`src/rtl/irq_pending_ctrl.sv`:
```
module irq_pending_ctrl #(
  parameter int N_SRC  = 32,
  parameter int CNT_W  = 64,
  parameter int DATA_W = 32,
  parameter int ADDR_W = 5
) (
  input  logic              clk,
  input  logic              rst_n,
  input  logic [N_SRC-1:0]  irq_req,
  input  logic              reg_wr_en,
  input  logic [ADDR_W-1:0] reg_addr,
  input  logic [DATA_W-1:0] reg_wdata,
  output logic [DATA_W-1:0] reg_rdata,
  output logic              cpu_irq
);
  localparam int IDX_W = $clog2(N_SRC);
  localparam logic [ADDR_W-1:0] A_MASK = ADDR_W'(5'h00);
  localparam logic [ADDR_W-1:0] A_PEND = ADDR_W'(5'h04);
  localparam logic [ADDR_W-1:0] A_LVL  = ADDR_W'(5'h08);
  localparam logic [ADDR_W-1:0] A_IDX  = ADDR_W'(5'h0C);
  localparam logic [ADDR_W-1:0] A_CLO  = ADDR_W'(5'h10);
  localparam logic [ADDR_W-1:0] A_CHI  = ADDR_W'(5'h14);

  logic [N_SRC-1:0] sync1, lvl, lvl_d, pend, mask;
  logic [IDX_W-1:0] idx;
  logic [CNT_W-1:0] cnt [N_SRC];

  wire              wr_mask = reg_wr_en && reg_addr == A_MASK;
  wire              wr_idx  = reg_wr_en && reg_addr == A_IDX;
  wire [N_SRC-1:0]  ack     = (reg_wr_en && reg_addr == A_PEND) ? reg_wdata[N_SRC-1:0] : '0;
  wire [N_SRC-1:0]  rise    = lvl & ~lvl_d;
  wire [CNT_W-1:0]  sel_cnt = cnt[idx];

  always_ff @(posedge clk or negedge rst_n) begin
    if (!rst_n) begin
      sync1   <= '0;
      lvl     <= '0;
      lvl_d   <= '0;
      pend    <= '0;
      mask    <= '0;
      idx     <= '0;
      cpu_irq <= 1'b0;
    end else begin
      sync1   <= irq_req;
      lvl     <= sync1;
      lvl_d   <= lvl;
      pend    <= (pend & ~ack) | lvl;
      cpu_irq <= |(pend & mask);
      if (wr_mask) mask <= reg_wdata[N_SRC-1:0];
      if (wr_idx)  idx  <= reg_wdata[IDX_W-1:0];
    end
  end

  for (genvar i = 0; i < N_SRC; i++) begin : g_cnt
    always_ff @(posedge clk or negedge rst_n) begin
      if (!rst_n)       cnt[i] <= '0;
      else if (rise[i]) cnt[i] <= cnt[i] + 1'b1;
    end

    p_hold_r8: assert property (@(posedge clk) disable iff (!rst_n)
      (lvl[i] == lvl_d[i]) |=> $stable(cnt[i]))
      else $error("counter %0d moved without a rising level", i);
  end

  always_comb begin
    case (reg_addr)
      A_MASK:  reg_rdata = DATA_W'(mask);
      A_PEND:  reg_rdata = DATA_W'(pend);
      A_LVL:   reg_rdata = DATA_W'(lvl);
      A_IDX:   reg_rdata = DATA_W'(idx);
      A_CLO:   reg_rdata = sel_cnt[DATA_W-1:0];
      A_CHI:   reg_rdata = DATA_W'(sel_cnt[CNT_W-1:DATA_W]);
      default: reg_rdata = '0;
    endcase
  end

  p_sticky_r3: assert property (@(posedge clk) disable iff (!rst_n)
    1'b1 |=> ((pend | $past(ack)) & $past(pend)) == $past(pend))
    else $error("pending bit lost without acknowledge");

  p_level_wins_r6: assert property (@(posedge clk) disable iff (!rst_n)
    1'b1 |=> (pend & $past(lvl)) == $past(lvl))
    else $error("high level not pending");

  p_line_r4: assert property (@(posedge clk) disable iff (!rst_n)
    (pend & mask) == '0 |=> !cpu_irq)
    else $error("line high with nothing unmasked pending");

  p_mask_r7: assert property (@(posedge clk) disable iff (!rst_n)
    wr_mask |=> mask == $past(reg_wdata[N_SRC-1:0]))
    else $error("mask write not taken");

  p_lvl_r2: assert property (@(posedge clk) disable iff (!rst_n)
    1'b1 |=> lvl == $past(sync1))
    else $error("level register skipped a stage");
endmodule

```
`config.mk`:
```
export PLATFORM = sky130hd
export DESIGN_NAME = irq_pending_ctrl
export DESIGN_NICKNAME = d
export VERILOG_FILES = /design/src/rtl/irq_pending_ctrl.sv
export SDC_FILE = /design/constraint.sdc
export NUM_CORES = 2
export LEC_CHECK = 0
export BUFFER_PORTS_ARGS = -buffer_cell sky130_fd_sc_hd__buf_2
export CORE_MARGIN = 2
export CORE_UTILIZATION = 50
export DETAILED_ROUTE_END_ITERATION = 16
export PLACE_DENSITY = 0.65
export SLEW_MARGIN = 15
export SYNTH_ARGS = -nofsm -noshare
export SYNTH_HDL_FRONTEND = slang
export SYNTH_SLANG_ARGS = --single-unit
```
`constraint.sdc`:
```
create_clock -name clk -period 7.4 [get_ports clk]
set_input_delay 1.48 -clock clk [delete_from_list [all_inputs] [get_ports clk]]
set_output_delay 1.48 -clock clk [all_outputs]
set_load 0.02 [all_outputs]
```
* Word-level counts from Yosys, hierarchy flattened *
Cells that the tools add are included.

storage, ports and cells
  bits in registers = 2,214
  bits of input ports = 72
  output and inout bits = 33
  logic and storage cells = 94

cells by class
  add/subtract/negate cells = 32
  order comparisons = 1
  eq/ne operators = 5
  mux-type cells = 5
  bitwise logic cells = 7
  reductions and logical operators = 5

operators with widths
  kind                                           count
  adder 64 x 1 -> 64 bit, second input constant  32
  binary-select mux 64 bit (select 5 bit)        1
  one-hot mux 32 bit (6 select lines)            1
  2-to-1 mux 64 bit                              2
  bitwise AND 32 bit                             3
  inverter 32 bit                                2
  2-to-1 mux 32 bit                              1
  bitwise OR 32 bit                              1
  OR reduction 32 bit                            1
  == test 5 x 4 -> 1 bit, second input constant  2
  == test 5 bit, second input constant           2
  >= comparator 6 bit, second input constant     1
  inverter 5 -> 6 bit                            1
  == test 5 x 3 -> 1 bit, second input constant  1
  logical NOT 5 bit                              1
  logical AND 1 bit                              3

* Depth between registers and ports, before layout *
  depth after elaboration = 6
  depth in mapped cells = 11
  depth with buffers taken out = 7

* Least setup slack after synthesis *
Ideal clock, no wire load.

  path type = input port to output port
  start = input port reg_addr[1]
  end = output port reg_rdata[12]
  arrival = 3.385 ns
  data required time = 5.920 ns
  path slack = 2.535 ns
  stages = 7
  buffers on the path = 1
  path through = or3b_2 > nor3_1 > clkbuf_1 > nand3_1 > o21ai_0 > nor3_1 > o21ai_0

on the way
  word-level cells in the longest chain between the ends = 2
  elaborated cells on any way between the ends = 7
  those cells by class = eq/ne (5); mux (1); reduce/logical (1)

ends and longest elaborated chain
  what                                     line  source
  start, declared                          11    input logic [ADDR_W-1:0] reg_addr,
  == test 5 bit (tied with other cells)    66    case (reg_addr)
  one-hot mux 32 bit (6 select lines) (*)  66
  end, declared                            13    output logic [DATA_W-1:0] reg_rdata,

Mark *: on every way between the ends. The rest lies on a longest branch, timed or not.

* Worst setup path after layout *
  start = register idx[0]
  end = output port reg_rdata[26]

on the way
  word-level cells in the longest chain between the ends = 5

ends and longest elaborated chain
  what                                                   line  source
  start, declared                                        25    logic [IDX_W-1:0] idx;
  start signal, assigned                                 50    if (wr_idx) idx <= reg_wdata[IDX_W-1:0];
  inverter 5 -> 6 bit (implied by the code)              32    wire [CNT_W-1:0] sel_cnt = cnt[idx];
  binary-select mux 64 bit (select 5 bit)                32
  2-to-1 mux 64 bit (implied by the code) (2 in series)  32
  one-hot mux 32 bit (6 select lines)                    66

No other way between the ends. The select of a mux whose other input is x is not followed.

==> flow_metrics.tcl <==
set metrics [dict create \
    status "completed" \
    min_path_type "reg2reg" \
    cts_buffer_depth 3 \
    synth.avg_cell_area_um2 11.39 \
    critPathCaptureType "output port" \
    grt_pass1_wl_um 572800 \
    ir_drop_mv 0.2262 \
    finalCritPeriodShare_pct 95.72 \
    yosysWarnings 0 \
    synthTopCellsByArea "dfrtp_1 (49%), xnor2_1 (10%), mux4_2 (10%), xor2_1 (5.4%), nand3_1 (3.1%)" \
    die_x_um 480.4 \
    path_class "reg2out" \
    path_max_fanout 83 \
    r2r-end "cnt[1789]" \
    synthDistinctLibCells 78 \
    start_util_pct 50.37 \
    drt_iter0_drc 8670 \
    synth_edf_count 0 \
    fin_crit_ns 7.083 \
    ys_seq_area_share_pct 48.82 \
    wl_per_cell_um 29.24 \
    fin_setup_tns_ns 0 \
    track_usage_pct 34.07 \
    cp_slowest_cell "dfrtp_4" \
    grt_max_degree 165 \
    synth-seq-cells 2214 \
    dr.pass1.iters 7 \
    hold_depth 0 \
    cts-htree-levels 4 \
    dp_hpwl_um 302100 \
    final-max-slew-violation-count 0 \
    ys_async_sr_fraction_pct 100.0 \
    rsz0062_at_grt "no" \
    place.gp.congestion 1.012 \
    drcViolationCount 0 \
    tightest_slew_ns 1.331 \
    setup_viol 0 \
    port_buffers 104 \
    cts_tree "done" \
    grt_pass1_vias 82711 \
    clkTransAtPathRegs_ns 0.06 \
    leakage_nw 54.43 \
    hold_buffers 0 \
    crit_path_max_incr_delay_ns 1.15 \
    coreArea_mm2 0.2253 \
    gr-total-overflow 0 \
    min_to "lvl[24]" \
    vias_per_cell 6.236 \
    syn_inst 9961 \
    vias 83479 \
    syn-num-nets 10065 \
    r2r-start "cnt[1739]" \
    fmax_ghz 0.1412 \
    rows 174 \
    die_area_mm2 0.2308 \
    fin_skew_ns 0.05091 \
    clkLatencyLatePin_ns 0.92 \
    regToRegSetupSlack_ns 3.64 \
    grt_antenna_before_repair 35 \
    clock-root-buffer "clkbuf_16" \
    pin_count 105 \
    final_layout_size_suffix_gt1_share_pct 13.12 \
    routed_wl_um 391400 \
    numCtsBuffers 234 \
    postCtsSetupBuffers 0 \
    cp_cell_sequence "buf_12 > mux4_2 > mux2i_1 > o22ai_1 > nor4b_1 > a21oi_1 > buf_2" \
    cts.sinks 2214 \
    fin_ws_ns 0.3166 \
    synth.cell_area_mm2 0.1135 \
    ant_nets 0 \
    reg2regPathDepth 6 \
    crit_path_start "idx[0]" \
    area.growth.synth_to_final_pct 11.18 \
    die_h_um 480.4 \
    synth_ff_type "dfrtp_1" \
    cts_resized 0 \
    slew_headroom_pct 10.31 \
    yosysTopAreaCell "dfrtp_1" \
    nNetsFinal 10283 \
    dp_slack_ns 1.110 \
    hp-start "sync1[24]" \
    cp-start-kind "flip-flop" \
    synth_top_area_share_pct 48.82 \
    hold_viol_final 0 \
    cp.required_ns 5.92 \
    maxCapViolations 0 \
    power_density_mw_per_mm2 232.4 \
    fillers 18835 \
    critPathArrivalTime_ns 5.60 \
]
## flip-flops by register name, indices dropped and copies added, names as in the netlist
| signal | cells |
|---|---|
| lvl_d | 32 |
| idx | 5 |
| cnt | 2048 |
| sync1 | 32 |
| mask | 32 |
| lvl | 32 |
| pend | 32 |
| cpu_irq | 1 |
## layer usage
layer,wire length [um],up-vias,global-route usage [%]
met5,168,-,0
met4,30270,24,22.14
met3,28580,941,6.214
met2,182000,3304,53.68
met1,150400,43094,43.37
li1,-,36116,-
## layout by cell type (no fill, tap or decap), types with 33 or more instances in the layout
master / instances
a21oi_1: 60
xnor2_1: 1321
o22ai_1: 62
clkinv_2: 43
mux4_2: 513
or3_1: 39
clkbuf_16: 234
a21o_1: 33
nand2_1: 915
inv_1: 220
dfrtp_1: 2209
nor4_1: 105
nor3_1: 305
mux2_2: 84
nor2_1: 611
nand4_1: 501
a211oi_1: 43
nor2b_1: 66
xor2_1: 695
buf_4: 162
mux2i_1: 187
and3_1: 311
and2_1: 90
and4_1: 216
nand3_1: 711
buf_2: 103
clkbuf_8: 55
clkbuf_1: 58
## area by class of cell
cell class	instances	area (um^2)	area share (%)
Antenna cell	21	52.55	0.04165
Clock buffer	347	6830	5.413
Clock inverter	84	1082	0.8577
Inverter	221	832.0	0.6594
Multi-Input combinational cell	7215	55930	44.32
Sequential cell	2214	55420	43.92
Tap cell	2992	3744	2.967
Timing Repair Buffer	293	2292	1.817
## cells by family (layout without fill, tap and decap cells)
family          count (synthesis)  count (layout)  share of synthesized area, %
fa+ha+maj                      32              32                        0.3528
buf+inv                       532             945                         1.963
simple gates                 4076            4076                         18.83
mux                           785             785                         12.69
compound gates                306             306                         1.796
other cells                     0              21                             0
xor+xnor                     2016            2016                         15.56
flops                        2214            2214                         48.82
## stage by stage
step | area (um^2) | cells | hold slack (ns) | utilization (%) | total power, mW
6_report | 126200 | 13387 | 0.3461 | 56.00 | 29.32
5_1_grt | 126100 | 13369 | 0.3510 | 55.98 | 30.25
4_1_cts | 126100 | 13366 | 0.3453 | 55.98 | 29.43
3_5_place_dp | 118200 | 12935 | 0.3347 | 52.46 | 17.37
3_3_place_gp | 118200 | 12935 | 0.3334 | 52.46 | 17.26
2_1_floorplan | 113500 | 9961 | 0.3312 | - | 15.68
## worst max-delay path: cells and delay by family (launching register included)
kind	cells	cell delay, ns
AOI/OAI and AO/OA	2	0.61
buffers and inverters	2	0.82
DFF	1	1.15
muxes	2	1.21
and+or+nand+nor	1	0.69
## Yosys cell counts, drive strengths merged (25+ instances only)
library cell,number
o21ai,32
nor3,322
and3,311
inv,221
nor2b,67
xor2,695
ha,32
nand4,505
nand2,915
or3,41
nor4,119
dfrtp,2214
and4,217
xnor2,1321
mux2,84
a22oi,25
mux4,514
o22ai,62
a21oi,60
nor2,614
nand2b,25
or4,28
mux2i,187
or2,33
nand3,712
a21o,33
clkbuf,137
a211oi,43
buf,174
and2,100
## power breakdown
group / leakage [nW] / internal, mW / switching (mW) / total (mW)
registers: 30.2 / 12.6 / 0.850 / 13.5
logic: 20.4 / 1.48 / 2.21 / 3.69
clock network: 3.88 / 6.89 / 5.24 / 12.1
total: 54.4 / 21.0 / 8.30 / 29.3
## how the worst max path moves through the flow
| stage | end | cells past startpoint | slack, ns |
|---|---|---|---|
| 6_report | reg_rdata[26] | 7 | 0.32 |
| 5_1_grt | reg_rdata[26] | 7 | 0.15 |
| 4_1_cts | reg_rdata[26] | 7 | 0.45 |
| 3_5_place_dp | reg_rdata[22] | 9 | 1.11 |
| 3_3_place_gp | reg_rdata[28] | 10 | 1.08 |
| 2_1_floorplan | reg_rdata[12] | 7 | 2.53 |
(Power assumes the default switching activity.)
